## src/rtl/pwmclr_pkg.sv

```systemverilog
package pwmclr_pkg;
  typedef enum logic [2:0] {
    MODE_FROZEN = 3'd0,
    MODE_SET    = 3'd1,
    MODE_CLR    = 3'd2,
    MODE_TOGGLE = 3'd3,
    MODE_FLOW   = 3'd4,
    MODE_FHIGH  = 3'd5,
    MODE_PWM1   = 3'd6,
    MODE_PWM2   = 3'd7
  } ref_mode_e;

  localparam int unsigned FLT_MAX_LEN = 8;
  localparam int unsigned FLT_CNT_W   = $clog2(FLT_MAX_LEN);
endpackage

```

## src/rtl/pwmclr_trig_filter.sv

```systemverilog
module pwmclr_trig_filter
  import pwmclr_pkg::*;
#(
  parameter int unsigned SMP_STAGES = 1
) (
  input  logic       clk,
  input  logic       rst_n,
  input  logic       trig_i,
  input  logic       pol_i,
  input  logic [1:0] sel_i,
  output logic       filt_o
);
  logic [SMP_STAGES-1:0]  smp_q;
  logic                   smp;
  logic [FLT_CNT_W-1:0]   run_q, run_d;
  logic                   filt_q, filt_d;
  logic [FLT_CNT_W-1:0]   len_m1;

  // sampling chain, length picked by parameter
  generate
    for (genvar s = 0; s < SMP_STAGES; s++) begin : g_smp
      if (s == 0) begin : g_first
        always_ff @(posedge clk or negedge rst_n) begin
          if (!rst_n) smp_q[0] <= 1'b0;
          else        smp_q[0] <= trig_i ^ pol_i;
        end
      end else begin : g_next
        always_ff @(posedge clk or negedge rst_n) begin
          if (!rst_n) smp_q[s] <= 1'b0;
          else        smp_q[s] <= smp_q[s-1];
        end
      end
    end
  endgenerate

  assign smp    = smp_q[SMP_STAGES-1];
  assign len_m1 = FLT_CNT_W'((4'd1 << sel_i) - 4'd1);

  always_comb begin
    run_d  = run_q;
    filt_d = filt_q;
    if (smp == filt_q) begin
      run_d = '0;
    end else if (run_q == len_m1) begin
      run_d  = '0;
      filt_d = smp;
    end else begin
      run_d = run_q + 1'b1;
    end
  end

  always_ff @(posedge clk or negedge rst_n) begin
    if (!rst_n) begin
      run_q  <= '0;
      filt_q <= 1'b0;
    end else begin
      run_q  <= run_d;
      filt_q <= filt_d;
    end
  end

  assign filt_o = filt_q;

  // a change of the filtered level always adopts the sampled level
  assert_filt_follows_R10: assert property (@(posedge clk) disable iff (!rst_n)
    !$stable(filt_q) |-> (filt_q == $past(smp)));
endmodule

```

## src/rtl/pwmclr_counter.sv

```systemverilog
module pwmclr_counter #(
  parameter int unsigned CNT_W = 16
) (
  input  logic             clk,
  input  logic             rst_n,
  input  logic             en_i,
  input  logic [CNT_W-1:0] arr_i,
  output logic [CNT_W-1:0] cnt_o,
  output logic             upd_o
);
  logic [CNT_W-1:0] cnt_q, cnt_d;
  logic             wrap;

  assign wrap = en_i && (cnt_q == arr_i);

  always_comb begin
    cnt_d = cnt_q;
    if (en_i) begin
      if (wrap) cnt_d = '0;
      else      cnt_d = cnt_q + 1'b1;
    end
  end

  always_ff @(posedge clk or negedge rst_n) begin
    if (!rst_n) cnt_q <= '0;
    else        cnt_q <= cnt_d;
  end

  assign cnt_o = cnt_q;
  assign upd_o = wrap;

  assert_wrap_zero_R1: assert property (@(posedge clk) disable iff (!rst_n)
    upd_o |=> (cnt_q == '0));
  assert_step_up_R1: assert property (@(posedge clk) disable iff (!rst_n)
    (en_i && !upd_o) |=> (cnt_q == CNT_W'($past(cnt_q) + 1'b1)));
  assert_hold_off_R1: assert property (@(posedge clk) disable iff (!rst_n)
    !en_i |=> $stable(cnt_q));
endmodule

```

## src/rtl/pwmclr_ref_gen.sv

```systemverilog
module pwmclr_ref_gen
  import pwmclr_pkg::*;
#(
  parameter int unsigned CNT_W = 16
) (
  input  logic             clk,
  input  logic             rst_n,
  input  logic             en_i,
  input  logic [CNT_W-1:0] cnt_i,
  input  logic             upd_i,
  input  logic [CNT_W-1:0] ccr_i,
  input  logic [2:0]       mode_i,
  input  logic             clr_en_i,
  input  logic             trig_f_i,
  output logic             ref_o
);
  ref_mode_e mode;
  logic      match, below, forced, trig_act;
  logic      oc_q, oc_d;
  logic      hold_q, hold_d;
  logic      raw;

  assign mode     = ref_mode_e'(mode_i);
  assign match    = en_i && (cnt_i == ccr_i);
  assign below    = cnt_i < ccr_i;
  assign forced   = (mode == MODE_FLOW) || (mode == MODE_FHIGH);
  assign trig_act = clr_en_i && trig_f_i && !forced;

  always_comb begin
    oc_d = oc_q;
    case (mode)
      MODE_SET:    if (match) oc_d = 1'b1;
      MODE_CLR:    if (match) oc_d = 1'b0;
      MODE_TOGGLE: if (match) oc_d = !oc_q;
      MODE_FLOW:   oc_d = 1'b0;
      MODE_FHIGH:  oc_d = 1'b1;
      default:     oc_d = oc_q;
    endcase
  end

  // update event releases the hold, an active trigger in that cycle re-arms it
  always_comb begin
    if (upd_i) hold_d = trig_act;
    else       hold_d = hold_q || trig_act;
  end

  always_ff @(posedge clk or negedge rst_n) begin
    if (!rst_n) begin
      oc_q   <= 1'b0;
      hold_q <= 1'b0;
    end else begin
      oc_q   <= oc_d;
      hold_q <= hold_d;
    end
  end

  always_comb begin
    case (mode)
      MODE_PWM1:  raw = below;
      MODE_PWM2:  raw = !below;
      MODE_FLOW:  raw = 1'b0;
      MODE_FHIGH: raw = 1'b1;
      default:    raw = oc_q;
    endcase
  end

  assign ref_o = raw && (forced || !(hold_q || trig_act));

  assert_hold_keeps_R6: assert property (@(posedge clk) disable iff (!rst_n)
    (hold_q && !upd_i) |=> hold_q);
  assert_rearm_R7: assert property (@(posedge clk) disable iff (!rst_n)
    (upd_i && trig_act) |=> hold_q);
  assert_hold_low_R6: assert property (@(posedge clk) disable iff (!rst_n)
    (hold_q && !forced) |-> !ref_o);
  assert_toggle_R3: assert property (@(posedge clk) disable iff (!rst_n)
    (mode == MODE_TOGGLE && match) |=> (oc_q != $past(oc_q)));
endmodule

```

## src/rtl/pwmclr_channel.sv

```systemverilog
module pwmclr_channel
  import pwmclr_pkg::*;
#(
  parameter int unsigned CNT_W      = 16,
  parameter int unsigned SMP_STAGES = 1
) (
  input  logic             clk,
  input  logic             rst_n,
  input  logic             cnt_en_i,
  input  logic [CNT_W-1:0] arr_i,
  input  logic [CNT_W-1:0] ccr_i,
  input  logic [2:0]       mode_i,
  input  logic             clr_en_i,
  input  logic             trig_pol_i,
  input  logic [1:0]       flt_sel_i,
  input  logic             trig_i,
  output logic             ref_o,
  output logic             upd_o
);
  logic [CNT_W-1:0] cnt;
  logic             upd;
  logic             filt;

  pwmclr_trig_filter #(.SMP_STAGES(SMP_STAGES)) u_filt (
    .clk    (clk),
    .rst_n  (rst_n),
    .trig_i (trig_i),
    .pol_i  (trig_pol_i),
    .sel_i  (flt_sel_i),
    .filt_o (filt)
  );

  pwmclr_counter #(.CNT_W(CNT_W)) u_cnt (
    .clk   (clk),
    .rst_n (rst_n),
    .en_i  (cnt_en_i),
    .arr_i (arr_i),
    .cnt_o (cnt),
    .upd_o (upd)
  );

  pwmclr_ref_gen #(.CNT_W(CNT_W)) u_ref (
    .clk      (clk),
    .rst_n    (rst_n),
    .en_i     (cnt_en_i),
    .cnt_i    (cnt),
    .upd_i    (upd),
    .ccr_i    (ccr_i),
    .mode_i   (mode_i),
    .clr_en_i (clr_en_i),
    .trig_f_i (filt),
    .ref_o    (ref_o)
  );

  assign upd_o = upd;

  assert_trig_clears_R5: assert property (@(posedge clk) disable iff (!rst_n)
    (clr_en_i && filt && mode_i != MODE_FLOW && mode_i != MODE_FHIGH) |-> !ref_o);
  assert_force_high_R4: assert property (@(posedge clk) disable iff (!rst_n)
    (mode_i == MODE_FHIGH) |-> ref_o);
  assert_force_low_R4: assert property (@(posedge clk) disable iff (!rst_n)
    (mode_i == MODE_FLOW) |-> !ref_o);
endmodule

```

## config.mk

```make
export PLATFORM = sky130hd
export DESIGN_NAME = pwmclr_channel
export DESIGN_NICKNAME = d
export VERILOG_FILES = /design/src/rtl/pwmclr_pkg.sv /design/src/rtl/pwmclr_trig_filter.sv /design/src/rtl/pwmclr_counter.sv /design/src/rtl/pwmclr_ref_gen.sv /design/src/rtl/pwmclr_channel.sv
export SDC_FILE = /design/constraint.sdc
export NUM_CORES = 1
export LEC_CHECK = 0
export BUFFER_PORTS_ARGS = -buffer_cell sky130_fd_sc_hd__buf_2
export CAP_MARGIN = 20
export CORE_MARGIN = 2
export CORE_UTILIZATION = 53
export CTS_BUF_LIST = sky130_fd_sc_hd__clkbuf_16
export CTS_CLUSTER_SIZE = 40
export DETAILED_ROUTE_END_ITERATION = 10
export PLACE_DENSITY_LB_ADDON = 0.05
export SYNTH_ARGS = -nofsm -noshare
export SYNTH_HDL_FRONTEND = slang
export SYNTH_SLANG_ARGS = --single-unit
export TNS_END_PERCENT = 50
```

## constraint.sdc

```tcl
create_clock -name clk -period 2.6 [get_ports clk]
set_clock_uncertainty 0.05 [all_clocks]
set_input_delay 0.39 -clock clk [delete_from_list [all_inputs] [get_ports clk]]
set_output_delay 0.39 -clock clk [all_outputs]
set_load 0.005 [all_outputs]
```

* Word level (Yosys, flattened, before mapping) *
Cells that the tools add are included.

storage, ports and cells
  register bits = 23
  input port bits = 43
  output and inout bits = 2
  word-level logic and storage cells = 51

operators by class
  add/subtract/negate cells = 3
  order comparisons = 1
  eq/ne operators = 14
  shift-type cells = 1
  multiplexer cells = 9
  bitwise operators = 2
  reductions and logical operators = 15

operator list
  cell                                                    count
  equality test 16 bit                                    2
  adder 16 x 1 -> 16 bit (second input constant)          1
  < comparator 16 bit                                     1
  2-to-1 mux 16 bit                                       1
  equality test 3 bit (second input constant)             4
  equality test 3 x 2 -> 1 bit (second input constant)    2
  2-to-1 mux 3 bit                                        2
  inequality test 2 x 1 -> 1 bit (second input constant)  3
  logical AND 1 bit                                       5
  one-hot mux 1 bit (5 select lines)                      1
  nonzero test 5 bit                                      1
  zero test 1 bit                                         4
  2-to-1 mux 1 bit                                        4
  one-hot mux 1 bit (4 select lines)                      1
  AND reduction 4 bit                                     1
  adder 3 x 1 -> 3 bit (second input constant)            1
  equality test 3 x 1 -> 1 bit (second input constant)    1
  equality test 3 bit                                     1
  logical OR 1 bit                                        3
  << shifter 1 x 2 -> 3 bit (first input constant)        1
  subtractor 3 x 1 -> 3 bit (second input constant)       1
  AND reduction 2 bit                                     1
  equality test 1 bit                                     1
  inverter 1 bit                                          1
  XOR 1 bit                                               1

* Logic depth before layout (Yosys ltp) *
  word-level depth = 8
  mapped depth = 8

* By module *
Synthesis repeated with hierarchy kept, for this count alone.

second synthesis, totals
  cell total of the unflattened synthesis = 213
  area, all modules = 1,896.8 um2

modules (own cells, without submodules)
  module              times used  cells an instance  area an instance (um2)  sequential area each (um2)
  pwmclr_counter      1           111                1,044.8                 400.4
  pwmclr_ref_gen      1           80                 594.3                   50.0
  pwmclr_trig_filter  1           22                 257.7                   125.1

* Worst setup path before layout *
No wires, ideal clock.

  path kind = register -> output
  start point = register u_cnt.cnt_q[6], in the netlist u_cnt.cnt_o[6]
  end point = output ref_o
  arrival = 1.775 ns
  required time = 2.160 ns
  slack = 0.385 ns
  stages on the path, launching flop included = 8
  buffers on the path = 0
  cell sequence = dfrtp_1 -> ha_1 -> a41oi_1 -> o21ai_0 -> a211o_1 -> nor4_1 -> xnor2_1 -> o21ai_0

between the ends
  word-level cells in the longest chain between the ends = 4

ends and longest elaborated chain
  item                                    line                  source
  start: declaration                      pwmclr_counter.sv:11  logic [CNT_W-1:0] cnt_q, cnt_d;
  start signal: assignment                pwmclr_counter.sv:26  else cnt_q <= cnt_d;
  < comparator 16 bit (*)                 pwmclr_ref_gen.sv:25  assign below = cnt_i < ccr_i;
  zero test 1 bit                         pwmclr_ref_gen.sv:60  MODE_PWM2: raw = !below;
  one-hot mux 1 bit (4 select lines) (*)  pwmclr_ref_gen.sv:58  case (mode)
  logical AND 1 bit (*)                   pwmclr_ref_gen.sv:67  assign ref_o = raw && (forced || !(hold_q || trig_act));
  end: declaration                        pwmclr_channel.sv:17  output logic ref_o,

Mark *: on every way between the ends. The rest lies on a longest branch, timed or not.

* Final worst setup path *
  start point = register u_cnt.cnt_q[8], in the netlist u_cnt.cnt_o[8]
  end point = output ref_o

Same word-level chain as after synthesis.

==> impl_results.md <==
* Status: finished clean
* Headroom to the max-slew limit at 65.2%
* Layout cell share with drive strength beyond 1 at 27.9%
* Switch share at 32.8%
* CTS buffer count at 3
* Mapped Cells at 194
* Tightest Hold Check Type: in2async
* Diodes inserted at 0
* CP required at 2.16 ns
* Clk pin slew, worst setup/hold paths at 0.06 ns
* Total Die Area at 3710 µm²
* Ys flop type: dfrtp_1
* Avg WL per Cell at 13.2 µm
* Row Count at 20
* Uppermost layer routed: met4
* Gr usage total at 23.6%
* Detailed Routing Iterations Pass 1 at 4
* Routed via count at 1,539
* Peak supply drop at 405 µV
* Initial antenna violation count at 0
* Final Slew Violations at 0
* Layout Utilization at 72.7%
* First-pass GRT wire length at 6440 µm
* RePlAce Congestion at 0.825
* Post-DP HPWL at 3060 µm
* Final setup violation count at 0
* Die W at 60.9 µm
* Dpl cells at 285
* Drt via density at 5.22
* Clock power share at 25.9%
* CP max stage delay at 0.45 ns
* I/O Buffers at 44
* Dpl ws at -0.0323 ns
* Critical path class: reg2out
* DRT iter0 DRCs at 51
* Register area share after synthesis at 33.6%
* Pwr Total at 0.00124 W
* Final hold vios at 0
* YS warnings at 0
* Crit. End Element: output pin
* P&R area growth vs syn at 29.5%
* Maximum clock rate at 402 MHz
* Mapped cell area at 1710 µm²
* Tmin final at 2.49 ns
* Final Cycle Share at 95.8%
* Power per cell area at 559 nW/µm²
* Critical path peak fanout at 4
* Root buffer cell: clkbuf_16
* GRT overflow at 0
* Critical path's slowest cell: dfrtp_1
* Average cell area after synthesis at 8.84 µm²
* Starting Density at 56.1%
* Core Region at 3050 µm²
* Fin cells at 295
* Setup_tns at 0 ns
* Combinational share of power at 32.4%
* FFs w/ async S/R, synth at 100%
* Met2 WL at 1920 µm
* Mapped Nets at 255
* DRC viols at 0
* Met1 wire length at 1760 µm
* Post-CTS Hold Fix Bufs at 0
* Clock latency on the worst-skew pair at 0.25 ns
* EDFF count, synth at 0
* Vias in the first global route at 1,497
* Clk sinks at 23
* CTS tree: built
* Final worst slack at 0.109 ns
* Worst path cell trace: ha_1 -> nand4_1 -> nor2_1 -> a211o_1 -> nor4_4 -> xnor2_1 -> o21ai_1 -> buf_2
* Met3 Wirelength at 153 µm
* Synth cell types at 34
* Die span in y at 60.9 µm
* ANT nets after route at 0
* H-Tree Depth at 1
* Pint at 0.000835 W
* Largest net degree at the start of global routing at 24
* Clock buffer depth at 2
* Boundary Pins at 45
* CP Launch Type: flop
* Final #Nets at 313
* Sw Pwr at 0.000407 W
* Leak pwr at 1.11 nW
* Fill cells at 250
* Seq cells post-synth at 23
* Max-cap violations at 0
* Crit path DAT at 2.05 ns
* Slew @ Worst Pin at 0.522 ns
* WL final at 3880 µm
* Seq pwr share at 41.7%
==> worst max-delay path: cells and delay by family (launching register included) <==
family,cells,cell delay (ns)
AND/OR/NAND/NOR,3,0.39
flip-flops,1,0.45
AO/OA/AOI/OAI,2,0.40
buffers and inverters,1,0.12
XOR/XNOR,1,0.15
adder cells (fa/ha/maj),1,0.30
==> sequential cells by signal, indices dropped and copies added, names as in the netlist <==
register / count
u_filt.smp: 1
u_cnt.cnt_o: 16
u_filt.filt_o: 1
u_ref.hold_q: 1
u_ref.oc_q: 1
u_filt.run_q: 3
==> layout make-up <==
class	instances	area [µm²]	share of cell area [%]
clock buffers	3	75.1	3.38
repair buffers	55	303	13.6
flip-flops and latches	23	579	26.1
well taps	44	55.1	2.48
multi-input cells	148	1120	50.7
inverters	21	78.8	3.55
clock inverters	1	3.75	0.169
==> metal layers <==
layer | GRT usage (%) | vias to the layer above
li1 | - | 787
met1 | 30.5 | 699
met2 | 41.2 | 47
met3 | 2.13 | 6
met4 | 8.39 | 0
met5 | 0 | -
==> synth_stat cells, drive strengths merged, types with 2 or more instances <==
| library cell | number | area, µm² |
|---|---|---|
| a21boi | 2 | 15.0 |
| nand3 | 8 | 40.0 |
| nand4 | 8 | 50.1 |
| a21oi | 12 | 60.1 |
| nor4 | 3 | 33.8 |
| ha | 18 | 225 |
| xor2 | 15 | 131 |
| and3 | 4 | 25.0 |
| nand2 | 12 | 45.0 |
| nor3 | 2 | 10.0 |
| buf | 2 | 16.3 |
| inv | 21 | 78.8 |
| nor2 | 21 | 78.8 |
| o21ai | 8 | 40.0 |
| o211ai | 2 | 15.0 |
| xnor2 | 17 | 149 |
| or3 | 3 | 18.8 |
| dfrtp | 23 | 576 |
==> power groups by stage <==
| stage | Sequential [W] | Clock [W] | Combinational, W |
|---|---|---|---|
| finish | 0.000518 | 0.000322 | 0.000402 |
| global route | 0.000530 | 0.000342 | 0.000458 |
| CTS | 0.000521 | 0.000326 | 0.000373 |
| detailed placement | 0.000524 | 0 | 0.000353 |
| global placement | 0.000517 | 0 | 0.000336 |
| floorplan | 0.000505 | 0 | 0.000242 |
==> kinds of logic after synthesis <==
family          count (synthesis)  share of synthesized area, %
simple gates                   66                          19.8
fa+ha+maj                      18                          13.1
xor+xnor                       32                          16.4
mux                             1                         0.657
flops                          23                          33.6
buf+inv                        23                          5.55
compound gates                 31                          10.9
==> final timing paths <==
check | from | end | slack, ns | cells after the start
max in group asynchronous | rst_n | u_cnt.cnt_o[0]$_DFFE_PN0P_ | 2.06 | 1
worst max-delay path | u_cnt.cnt_o[8]$_DFFE_PN0P_ | ref_o | 0.11 | 8
worst min register to register | u_filt.run_q[0]$_DFF_PN0_ | u_filt.run_q[0]$_DFF_PN0_ | 0.44 | 1
worst max register to register | u_cnt.cnt_o[11]$_DFFE_PN0P_ | u_cnt.cnt_o[0]$_DFFE_PN0P_ | 0.56 | 8
min in group clk | trig_i | u_filt.smp$_DFF_PN0_ | 0.26 | 2
worst min-delay path | rst_n | u_cnt.cnt_o[8]$_DFFE_PN0P_ | 0.06 | 1
==> layout by cell type (no fill, tap or decap), types with 2 or more instances in the layout <==
master / count
a21oi_1: 12
and3_1: 4
buf_2: 44
buf_4: 11
clkbuf_16: 3
dfrtp_1: 20
dfrtp_2: 3
ha_1: 14
ha_4: 4
inv_1: 22
nand2_1: 12
nand3_1: 8
nand4_1: 8
nor2_1: 21
nor4_4: 2
o211ai_1: 2
o21ai_0: 4
o21ai_1: 4
or3_1: 3
xnor2_1: 17
xor2_1: 15
==> per-stage QoR <==
| step | cell area (µm²) | hold slack, ns |
|---|---|---|
| 2_1_floorplan | 1710 | 0.0444 |
| 3_3_place_gp | 2010 | 0.336 |
| 3_5_place_dp | 2010 | 0.343 |
| 4_1_cts | 2180 | 0.0742 |
| 5_1_grt | 2220 | 0.0972 |
| 6_report | 2220 | 0.0589 |
==> repair_timing <==
item | CTS | global route
pin swaps | 3 | 5
buffers inserted | 4 | 2
resized for setup | 10 | 5
setup endpoints to repair | 1 | 1
Power figures use the tool's default switching activity.
